### config.mk
export PLATFORM = sky130hd
export DESIGN_NAME = can_bit_timing
export DESIGN_NICKNAME = d
export VERILOG_FILES = /design/src/rtl/can_bt_pkg.sv /design/src/rtl/can_bt_cfg.sv /design/src/rtl/can_bt_prescaler.sv /design/src/rtl/can_bt_segment.sv /design/src/rtl/can_bt_sampler.sv /design/src/rtl/can_bit_timing.sv
export SDC_FILE = /design/constraint.sdc
export NUM_CORES = 1
export LEC_CHECK = 0
export ABC_AREA = 1
export BUFFER_PORTS_ARGS = -buffer_cell sky130_fd_sc_hd__buf_2
export CAP_MARGIN = 20
export CORE_MARGIN = 2
export CORE_UTILIZATION = 40
export DETAILED_ROUTE_END_ITERATION = 6
export PLACE_DENSITY_LB_ADDON = 0.05
export SLEW_MARGIN = 30
export SYNTH_ARGS = -nofsm -noshare
export SYNTH_HDL_FRONTEND = slang
export SYNTH_SLANG_ARGS = --single-unit
### constraint.sdc
create_clock -name clk -period 4.1 [get_ports clk]
set_input_delay 0.615 -clock clk [delete_from_list [all_inputs] [get_ports clk]]
set_output_delay 0.615 -clock clk [all_outputs]
set_load 0.05 [all_outputs]
### src/rtl/can_bt_pkg.sv
// Package: shared field layout and types of the bit timing generator.
// Assumes a 32-bit configuration word with minus-one encoded fields.
package can_bt_pkg;

    localparam int WORD_W     = 32;
    localparam int BRP_W      = 8;
    localparam int TSEG1_W    = 4;
    localparam int TSEG2_W    = 3;
    localparam int SJW_W      = 2;
    localparam int TSEG1_MAX  = 1 << TSEG1_W;
    localparam int SJW_MAX    = 1 << SJW_W;
    localparam int REM_W      = $clog2(TSEG1_MAX + SJW_MAX + 1);
    localparam int TRIPLE_MIN_BRP_M1 = 4;   // triple sampling needs BRP > 4

    typedef struct packed {
        logic [BRP_W-1:0]   brp_m1;
        logic [SJW_W-1:0]   sjw_m1;
        logic               triple;
        logic [TSEG1_W-1:0] tseg1_m1;
        logic [TSEG2_W-1:0] tseg2_m1;
    } bt_cfg_t;

    typedef enum logic [1:0] {
        PH_SYNC = 2'd0,
        PH_SEG1 = 2'd1,
        PH_SEG2 = 2'd2
    } bt_phase_e;

    // Extract the timing fields from the packed configuration word.
    function automatic bt_cfg_t unpack_word(input logic [WORD_W-1:0] w);
        bt_cfg_t c;
        c.tseg2_m1 = w[2:0];
        c.tseg1_m1 = w[6:3];
        c.triple   = w[7];
        c.sjw_m1   = w[9:8];
        c.brp_m1   = w[23:16];
        return c;
    endfunction

endpackage

### src/rtl/can_bt_cfg.sv
// Configuration holder: acknowledges change requests one clock late and
// accepts a new word only while request and acknowledge are both high.
module can_bt_cfg
    import can_bt_pkg::*;
#(
    parameter logic [WORD_W-1:0] RESET_WORD = '0
) (
    input  logic              clk,
    input  logic              rst_n,
    input  logic              cfg_req,
    input  logic              cfg_wr,
    input  logic [WORD_W-1:0] cfg_wdata,
    output logic              cfg_ack,
    output bt_cfg_t           cfg_q
);

    logic unused_bits;
    assign unused_bits = ^{cfg_wdata[31:24], cfg_wdata[15:10]};

    // Track the request with a one-clock acknowledge.
    always_ff @(posedge clk) begin
        if (!rst_n) cfg_ack <= 1'b0;
        else        cfg_ack <= cfg_req;
    end

    // Load the word only inside an acknowledged change window.
    always_ff @(posedge clk) begin
        if (!rst_n)                           cfg_q <= unpack_word(RESET_WORD);
        else if (cfg_wr && cfg_req && cfg_ack) cfg_q <= unpack_word(cfg_wdata);
    end

endmodule

### src/rtl/can_bt_prescaler.sv
// Quantum prescaler: emits one tick every (brp_m1 + 1) clocks.
// Assumes hold parks the counter and restart realigns it to a new quantum.
module can_bt_prescaler
    import can_bt_pkg::*;
(
    input  logic             clk,
    input  logic             rst_n,
    input  logic             hold,
    input  logic             restart,
    input  logic [BRP_W-1:0] brp_m1,
    output logic             tick
);

    logic [BRP_W-1:0] cnt_q;

    assign tick = !hold && (cnt_q == brp_m1);

    // Count clocks within the current quantum.
    always_ff @(posedge clk) begin
        if (!rst_n || hold || restart) cnt_q <= '0;
        else if (cnt_q == brp_m1)      cnt_q <= '0;
        else                           cnt_q <= cnt_q + 1'b1;
    end

endmodule

### src/rtl/can_bt_segment.sv
// Segment sequencer: walks sync, first and second segment quanta, flags the
// sample point and applies hard and soft resynchronisation on falling edges.
// Assumes rx_in is already synchronised to clk; one soft resync per bit.
module can_bt_segment
    import can_bt_pkg::*;
(
    input  logic    clk,
    input  logic    rst_n,
    input  logic    hold,
    input  logic    tick,
    input  logic    rx_in,
    input  logic    bus_idle,
    input  bt_cfg_t cfg,
    output logic    restart,
    output logic    sample_point
);

    bt_phase_e        ph_q, ph_d;
    logic [REM_W-1:0] rem_q, rem_d;
    logic             done_q, done_d;
    logic             rx_q;
    logic             fall;
    logic [REM_W-1:0] tseg1, tseg2, sjw, err1, step, adj;

    assign fall  = rx_q && !rx_in;
    assign tseg1 = REM_W'(cfg.tseg1_m1) + 1'b1;
    assign tseg2 = REM_W'(cfg.tseg2_m1) + 1'b1;
    assign sjw   = REM_W'(cfg.sjw_m1) + 1'b1;
    assign err1  = tseg1 - rem_q + 1'b1;

    // Next-state: phase step on a tick, merged with any phase correction.
    always_comb begin
        ph_d         = ph_q;
        rem_d        = rem_q;
        done_d       = done_q;
        restart      = 1'b0;
        sample_point = 1'b0;
        step         = '0;
        adj          = rem_q;
        if (hold) begin
            ph_d   = PH_SYNC;
            rem_d  = '0;
            done_d = 1'b0;
        end else if (fall && bus_idle) begin
            restart = 1'b1;
            ph_d    = PH_SYNC;
            done_d  = 1'b0;
        end else begin
            unique case (ph_q)
                PH_SEG1: begin
                    if (fall && !done_q) begin
                        step   = (err1 < sjw) ? err1 : sjw;
                        done_d = 1'b1;
                    end
                    adj = rem_q + step;
                    if (tick) begin
                        if (adj == 1) begin
                            sample_point = 1'b1;
                            ph_d         = PH_SEG2;
                            rem_d        = tseg2;
                        end else begin
                            rem_d = adj - 1'b1;
                        end
                    end else begin
                        rem_d = adj;
                    end
                end
                PH_SEG2: begin
                    if (fall && !done_q) begin
                        step   = (rem_q < sjw) ? rem_q : sjw;
                        done_d = 1'b1;
                    end
                    adj = rem_q - step;
                    if (adj == 0) begin
                        restart = 1'b1;
                        ph_d    = PH_SYNC;
                        done_d  = 1'b0;
                    end else if (tick) begin
                        if (adj == 1) begin
                            ph_d   = PH_SYNC;
                            done_d = 1'b0;
                        end
                        rem_d = adj - 1'b1;
                    end else begin
                        rem_d = adj;
                    end
                end
                default: begin
                    if (tick) begin
                        ph_d   = PH_SEG1;
                        rem_d  = tseg1;
                        done_d = 1'b0;
                    end
                end
            endcase
        end
    end

    // Register the phase, the quanta left and the resync-used flag.
    always_ff @(posedge clk) begin
        if (!rst_n) begin
            ph_q   <= PH_SYNC;
            rem_q  <= '0;
            done_q <= 1'b0;
        end else begin
            ph_q   <= ph_d;
            rem_q  <= rem_d;
            done_q <= done_d;
        end
    end

    // Keep the previous line level for edge detection (recessive at reset).
    always_ff @(posedge clk) begin
        if (!rst_n) rx_q <= 1'b1;
        else        rx_q <= rx_in;
    end

endmodule

### src/rtl/can_bt_sampler.sv
// Bit sampler: captures the line at each quantum tick and, at the sample
// point, returns either the current value or the 2-of-3 majority.
// Assumes the caller decides whether triple mode is legal.
module can_bt_sampler #(
    parameter bit TRIPLE_SUPPORT = 1'b1
) (
    input  logic clk,
    input  logic rst_n,
    input  logic tick,
    input  logic sample_point,
    input  logic triple_on,
    input  logic rx_in,
    output logic sample_stb,
    output logic sample_bit
);

    logic voted;

    generate
        if (TRIPLE_SUPPORT) begin : g_triple
            logic [1:0] hist_q;
            // Keep the line values from the two most recent quantum ticks.
            always_ff @(posedge clk) begin
                if (!rst_n)    hist_q <= 2'b11;
                else if (tick) hist_q <= {hist_q[0], rx_in};
            end
            assign voted = triple_on
                         ? ((hist_q[1] & hist_q[0]) | (hist_q[1] & rx_in) | (hist_q[0] & rx_in))
                         : rx_in;
        end else begin : g_single
            logic unused_triple;
            assign unused_triple = triple_on ^ tick;
            assign voted = rx_in;
        end
    endgenerate

    // Present the strobe and the bit one clock after the sample point.
    always_ff @(posedge clk) begin
        if (!rst_n) begin
            sample_stb <= 1'b0;
            sample_bit <= 1'b1;
        end else begin
            sample_stb <= sample_point;
            if (sample_point) sample_bit <= voted;
        end
    end

endmodule

### src/rtl/can_bit_timing.sv
// Top: CAN bit timing sample generator. Ties configuration, prescaler,
// segment sequencer and sampler together. Timing is parked while a
// configuration change is requested or acknowledged.
module can_bit_timing
    import can_bt_pkg::*;
#(
    parameter logic [WORD_W-1:0] RESET_WORD     = '0,
    parameter bit                TRIPLE_SUPPORT = 1'b1
) (
    input  logic              clk,
    input  logic              rst_n,
    input  logic              cfg_req,
    input  logic              cfg_wr,
    input  logic [WORD_W-1:0] cfg_wdata,
    output logic              cfg_ack,
    input  logic              rx_in,
    input  logic              bus_idle,
    output logic              tq_tick,
    output logic              sample_stb,
    output logic              sample_bit
);

    bt_cfg_t cfg_q;
    logic    hold, restart, sample_point, triple_on;

    assign hold      = cfg_req | cfg_ack;
    assign triple_on = cfg_q.triple && (cfg_q.brp_m1 >= BRP_W'(TRIPLE_MIN_BRP_M1));

    can_bt_cfg #(.RESET_WORD(RESET_WORD)) u_cfg (
        .clk(clk), .rst_n(rst_n), .cfg_req(cfg_req), .cfg_wr(cfg_wr),
        .cfg_wdata(cfg_wdata), .cfg_ack(cfg_ack), .cfg_q(cfg_q)
    );

    can_bt_prescaler u_presc (
        .clk(clk), .rst_n(rst_n), .hold(hold), .restart(restart),
        .brp_m1(cfg_q.brp_m1), .tick(tq_tick)
    );

    can_bt_segment u_seg (
        .clk(clk), .rst_n(rst_n), .hold(hold), .tick(tq_tick), .rx_in(rx_in),
        .bus_idle(bus_idle), .cfg(cfg_q), .restart(restart),
        .sample_point(sample_point)
    );

    can_bt_sampler #(.TRIPLE_SUPPORT(TRIPLE_SUPPORT)) u_smp (
        .clk(clk), .rst_n(rst_n), .tick(tq_tick), .sample_point(sample_point),
        .triple_on(triple_on), .rx_in(rx_in), .sample_stb(sample_stb),
        .sample_bit(sample_bit)
    );

endmodule

# --- Word-level counts from Yosys, hierarchy flattened ---
# Cells that the tools add are included.
# Widths: inputs -> output; s select.
classes:
  n_eq_ne: 9
  addsub: 10
  reduce_logical: 22
  n_div: 0
  n_shift: 0
  n_bitwise: 8
  mux: 39
  multipliers: 0
  magnitude_cmp: 3
op_table:
  columns: ["op", "count"]
  rows:
  - ["$mux 5", 15]
  - ["$mux 1", 15]
  - ["$mux 2", 6]
  - ["$eq 5x1->1 const B", 2]
  - ["$lt 5x5->1", 2]
  - ["$pmux 5 s2", 1]
  - ["$sub 5x1->5 const B", 2]
  - ["$sub 5x5->5", 2]
  - ["$add 8x1->8 const B", 1]
  - ["$eq 8x8->1", 1]
  - ["$ge 8x3->1 const B", 1]
  - ["$logic_and 1x1->1", 7]
  - ["$add 4x1->5 const B", 1]
  - ["$add 5x1->5 const B", 1]
  - ["$add 5x5->5", 1]
  - ["$logic_not 5->1", 1]
  - ["$reduce_and 5->1", 1]
  - ["$add 3x1->4 const B", 1]
  - ["$logic_not 1->1", 4]
  - ["$ne 2x2->1 const B", 2]
  - ["$pmux 2 s2", 1]
  - ["$reduce_bool 2->1", 2]
  - ["$reduce_or 2->1", 2]
  - ["$add 2x1->3 const B", 1]
  - ["other kinds (12)", 18]
totals:
  mem_bits_ro: 0
  inputBits: 38
  latchBits: 0
  n_memories: 0
  mem_bits_rw: 0
  output_inout_bits: 4
  word_cells: 105
  regBits: 40

# --- Logic depth before layout (Yosys ltp) ---
depth:
  ltp_word: 16
  ltp_mapped: 31
  mapped_depth_nobuf: 31

# --- Modules after synthesis ---
# Synthesis repeated with hierarchy kept, for this count alone.
unflattened:
  cells_unflattened: 496
  hier_area_um2: 3149.3
modules_own_cells:
  columns: ["mod", "n_inst", "cells_each", "area_each_um2"]
  rows:
  - ["can_bt_segment", 1, 277, 1697.9]
  - ["can_bt_cfg", 1, 117, 780.7]
  - ["can_bt_prescaler", 1, 72, 478.0]
  - ["can_bt_sampler", 1, 23, 162.7]
  - ["can_bit_timing", 1, 7, 30.0]

# --- Worst setup path after synthesis ---
# Ideal clock, no wire load.
synth_path:
  path_type: "reg2reg"
  startpoint: "register, netlist name u_cfg.cfg_q[3]"
  endpoint: "register u_seg.ph_q[0]"
  required_time_ps: 3987
  stages_incl_launch_ff: 25
  setup_time_ps: 113
  synth_period_minus_slack_ps: 4263
  t_arrival_ps: 4150
  path_slack_ps: -163
  cell_sequence: "dfxtp_1 ha_1 inv_1 ha_1 inv_1 ha_1 fa_1 ha_1 a22oi_2 o2111ai_2 nand2_1 o21ai_1 nor2_1 ha_1 inv_1 fa_1 ha_1 inv_1 nor2_2 nand3_4 nor2_1 nor2_1 nand3b_4 nor2_1 nor2_1"
synth_between:
  elab_chain_len: 13
synth_rtl:
  columns: ["item", "line_no", "text"]
  rows:
  - ["$add 4x1->5 (*)", "can_bt_segment.sv:26", "assign tseg1 = REM_W'(cfg.tseg1_m1) + 1'b1;"]
  - ["$sub 5x5->5 (*)", "can_bt_segment.sv:29", "assign err1 = tseg1 - rem_q + 1'b1;"]
  - ["$add 5x1->5 (*)", "can_bt_segment.sv:29", null]
  - ["$lt 5x5->1", "can_bt_segment.sv:52", "step = (err1 < sjw) ? err1 : sjw;"]
  - ["$mux 5 (*)", "can_bt_segment.sv:52", null]
  - ["$mux 5 (*)", "can_bt_segment.sv:51", "if (fall && !done_q) begin"]
  - ["$mux 5 (*)", "can_bt_segment.sv:49", "unique case (ph_q)"]
  - ["$mux 5 (*)", "can_bt_segment.sv:44", "end else if (fall && bus_idle) begin"]
  - ["$mux 5 (*)", "can_bt_segment.sv:40", "if (hold) begin"]
  - ["$add 5x5->5 (*)", "can_bt_segment.sv:55", "adj = rem_q + step;"]
  - ["$eq 5x1->1 (*)", "can_bt_segment.sv:57", "if (adj == 1) begin"]
  - ["$ne 2x1->1 (no source line) (*)", null, null]
  - ["$reduce_and 5->1 (no source line) (*)", null, null]
  - ["to (signal assigned)", "can_bt_segment.sv:106", "ph_q <= ph_d;"]
  - ["to (decl)", "can_bt_segment.sv:18", "bt_phase_e ph_q, ph_d;"]
# Every way passes the cells marked *; elsewhere a longest branch is shown, timed or not. The select of a mux whose other input is x is not followed.
# A chain may end at the register's enable or synchronous reset.

# --- Worst setup path in the final report ---
layout_path:
  startpoint: "register, netlist name u_cfg.cfg_q[4]"
  endpoint: "register u_seg.ph_q[0]"
layout_between:
  elab_chain_len: 13
layout_rtl:
  columns: ["item", "line_no"]
  rows:
  - ["$add 4x1->5 (*)", "can_bt_segment.sv:26"]
  - ["$sub 5x5->5 (*)", "can_bt_segment.sv:29"]
  - ["$add 5x1->5 (*)", "can_bt_segment.sv:29"]
  - ["$lt 5x5->1", "can_bt_segment.sv:52"]
  - ["$mux 5 (*)", "can_bt_segment.sv:52"]
  - ["$mux 5 (*)", "can_bt_segment.sv:51"]
  - ["$mux 5 (*)", "can_bt_segment.sv:49"]
  - ["$mux 5 (*)", "can_bt_segment.sv:44"]
  - ["$mux 5 (*)", "can_bt_segment.sv:40"]
  - ["$add 5x5->5 (*)", "can_bt_segment.sv:55"]
  - ["$eq 5x1->1 (*)", "can_bt_segment.sv:57"]
  - ["$ne 2x1->1 (no source line) (*)", null]
  - ["$reduce_and 5->1 (no source line) (*)", null]
# Marked as above.

==> results_dict.tcl <==
set metrics [dict create \
    synth_simple_gate_area_frac 0.319 \
    cts_tree "yes" \
    wire_per_inst_um 11.9 \
    regToRegEndpoint "u_seg.ph_q[0]" \
    crit_required_ns 4.29 \
    min_period_over_period 1.04 \
    place_ws_ns -0.225 \
    finalCriticalPeriod_ns 4.26 \
    pwr-share-seq 0.342 \
    p_comb_frac 0.390 \
    fin_nets 594 \
    whs_ns 0.460 \
    slew_headroom 0.495 \
    layout_setup_ws_ns -0.156 \
    ff2ff_setup_slack_ns -0.16 \
    dieHeight_um 92.7 \
    cp-startpoint "u_cfg.cfg_q[4]" \
    synthAdderAreaFrac 0.138 \
    clk_pin_slew_ns 0.08 \
    grt_max_degree 37 \
    swShare 0.357 \
    yosysTopAreaCell "dfxtp_1" \
    wirelength_um 7450 \
    setup_viol 9 \
    clockBufferDepth 2 \
    cp-endpoint "u_seg.ph_q[0]" \
    coreArea_um2 7690 \
    clockPowerShare 0.268 \
    yosysWarningCount 0 \
    syn_to_final_growth_pct 19.7 \
    synth_top_family_by_area "simple AND/OR/NAND/NOR gates" \
    hp-class "register to register" \
    clock-root-buffer "clkbuf_8" \
    cts.sinks 40 \
    port_buffers 27 \
    p_switching_w 0.000430 \
    synth_edf_count 0 \
    drt_iter0_markers 82 \
    syn_nets 542 \
    grt_overflow 0 \
    fmax_mhz 235 \
    dp_hpwl_um 5950 \
    synth_cells 471 \
    peakVddDrop_mv 0.186 \
    arrival_ns 4.44 \
    intPower_w 0.000777 \
    synthFlopType "dfxtp_1" \
    first_global_vias 2905 \
    via_per_inst 4.75 \
    rows 32 \
    ys_seq_area_frac 0.255 \
    gp_congestion 0.820 \
    drive_above_1_share 0.214 \
    ys_types 37 \
    n_antenna_cell 0 \
    grt_util_all_layers 0.187 \
    postRouteAntennaNets 0 \
    crit_path_end_kind "register" \
    place_area_um2 3570 \
    synth-seq-cells 40 \
    clk_latency_ns 0.29 \
    r2r-start "u_cfg.cfg_q[4]" \
    power_density_nw_per_um2 321 \
    die_w_um 92.7 \
    violations "negative setup slack" \
    synth-compound-area-share 0.150 \
    crit_type "register to register" \
    dr.pass1.iters 4 \
    initial_utilization 0.409 \
    worst_pin_slew_ns 0.751 \
    p_leak_nw 1.80 \
    slew_viol_final 0 \
    status "finished, violations left" \
    io_pins 42 \
    die-area_um2 8590 \
    routed-via-count 2971 \
    cap_violations 0 \
    synth_common_cells "nand2_1, inv_1, a21oi_1" \
    netlist.area_leader.share 0.255 \
    syn_area_um2 3140 \
    final_area_um2 3760 \
    synth.avg_cell_area_um2 6.68 \
    synth.most_common_cell "nand2_1" \
    numCtsBuffers 5 \
    startpoint_type "register" \
    antenna_found_initial 0 \
    path_max_fanout 7 \
    r2r_cells 24 \
    synth_xor_area_frac 0.0366 \
    grt_pass1_wl_um 13100 \
    rsz0062_at_grt "true" \
    finalHoldViolCount 0 \
    muxShareOfSynthArea 0 \
    fin_skew_ns 0.00716 \
    synth_area_leaders "dfxtp_1, nand2_1, ha_1" \
    htreeDepth 2 \
    drcViolationCount 0 \
    synthArstFlopShare 0 \
]
==> repair_timing <==
item	in CTS	in global routing
pin swaps	9	2
gates resized for setup	14	6
hold buffers	0	0
buffers inserted	0	1
endpoints found under the setup margin	9	9
==> final cells by class <==
cell class	count	area [um^2]
Fill cell	811	3920
Timing Repair Buffer	51	315
Clock inverter	3	42.5
Tap cell	102	128
Multi-Input combinational cell	351	2130
Sequential cell	40	803
Inverter	74	282
Clock buffer	5	68.8
==> logic make-up after synthesis <==
kind of cell    after synthesis
flops                        40
buf+inv                      80
fa+ha+maj                    33
simple gates                217
xor+xnor                     11
compound gates               88
other cells                   2
==> routing by layer <==
metal	global-route usage	vias up	wire length, um	share of wire
met3	0.0203	10	116	0.016
met1	0.241	1307	3610	0.48
met2	0.330	30	3620	0.49
li1	-	1624	-	-
met4	0.0551	0	109	0.015
met5	0	-	0	0
==> worst max-delay path, stage by stage (launching register included) <==
cell	delay, ns
dfxtp_2	0.34
ha_4	0.27
inv_4	0.04
ha_4	0.24
inv_2	0.04
ha_4	0.15
fa_1	0.47
ha_1	0.30
a22oi_2	0.17
o2111ai_2	0.14
nand2_1	0.11
o21ai_2	0.06
nor2_2	0.08
ha_2	0.19
inv_2	0.04
fa_2	0.56
ha_2	0.18
inv_2	0.04
nor2_4	0.10
nand3_4	0.14
nor2_4	0.12
nor2_2	0.05
nand3b_4	0.17
nor2_1	0.11
nor2_1	0.06
==> flip-flops by register name, indices dropped and copies added, names as in the netlist <==
| signal | cells |
|---|---|
| u_cfg.cfg_q | 18 |
| u_smp.sample_stb | 1 |
| u_smp.sample_bit | 1 |
| u_seg.done_q | 1 |
| u_seg.rem_q | 5 |
| u_seg.ph_q | 2 |
| u_seg.rx_q | 1 |
| u_cfg.cfg_ack | 1 |
| u_presc.cnt_q | 8 |
| u_smp.g_triple.hist_q | 2 |
==> power groups by stage <==
stage	clock (W)	combinational, W	sequential (W)
global placement	0	0.000450	0.000421
global route	0.000356	0.000540	0.000415
floorplan	0	0.000335	0.000423
CTS	0.000336	0.000465	0.000413
finish	0.000323	0.000471	0.000413
detailed placement	0	0.000453	0.000421
==> stage by stage <==
step / utilization / std cells / TNS, ns / total power [W]
2_1_floorplan: - / 471 / -0.228 / 0.000758
3_3_place_gp: 0.464 / 617 / -1.27 / 0.000871
3_5_place_dp: 0.464 / 617 / -1.54 / 0.000874
4_1_cts: 0.487 / 625 / -1.18 / 0.00121
5_1_grt: 0.490 / 626 / -3.05 / 0.00131
6_report: 0.490 / 626 / -0.990 / 0.00121
==> placed cells by master, fill, tap and decap left out, types with 2 or more instances in the layout <==
| cell | count |
|---|---|
| inv_2 | 10 |
| ha_2 | 2 |
| xor2_1 | 7 |
| nand2_4 | 4 |
| a21oi_1 | 38 |
| o211ai_1 | 2 |
| or2_2 | 2 |
| nor2_2 | 4 |
| nand2_1 | 120 |
| nand3b_1 | 3 |
| clkbuf_8 | 5 |
| buf_2 | 27 |
| buf_4 | 24 |
| dfxtp_2 | 2 |
| nand3_1 | 27 |
| nand4_1 | 6 |
| xnor2_1 | 2 |
| ha_1 | 25 |
| ha_4 | 3 |
| nand3_4 | 2 |
| nand2_2 | 5 |
| conb_1 | 2 |
| o21ai_0 | 26 |
| nor3_1 | 6 |
| nor2_4 | 4 |
| inv_1 | 62 |
| nor2_1 | 31 |
| fa_1 | 2 |
| a21oi_2 | 5 |
| o21ai_1 | 11 |
| clkinv_2 | 2 |
| dfxtp_1 | 38 |
==> worst min path at each step <==
stage	from	endpoint	cells past startpoint
2_1_floorplan	u_cfg.cfg_q[7]	u_cfg.cfg_q[7]	2
3_3_place_gp	u_cfg.cfg_q[7]	u_cfg.cfg_q[7]	2
3_5_place_dp	u_cfg.cfg_q[7]	u_cfg.cfg_q[7]	2
4_1_cts	u_cfg.cfg_q[7]	u_cfg.cfg_q[7]	2
5_1_grt	u_cfg.cfg_q[7]	u_cfg.cfg_q[7]	2
6_report	u_cfg.cfg_q[7]	u_cfg.cfg_q[7]	2
(Power assumes the default switching activity.)
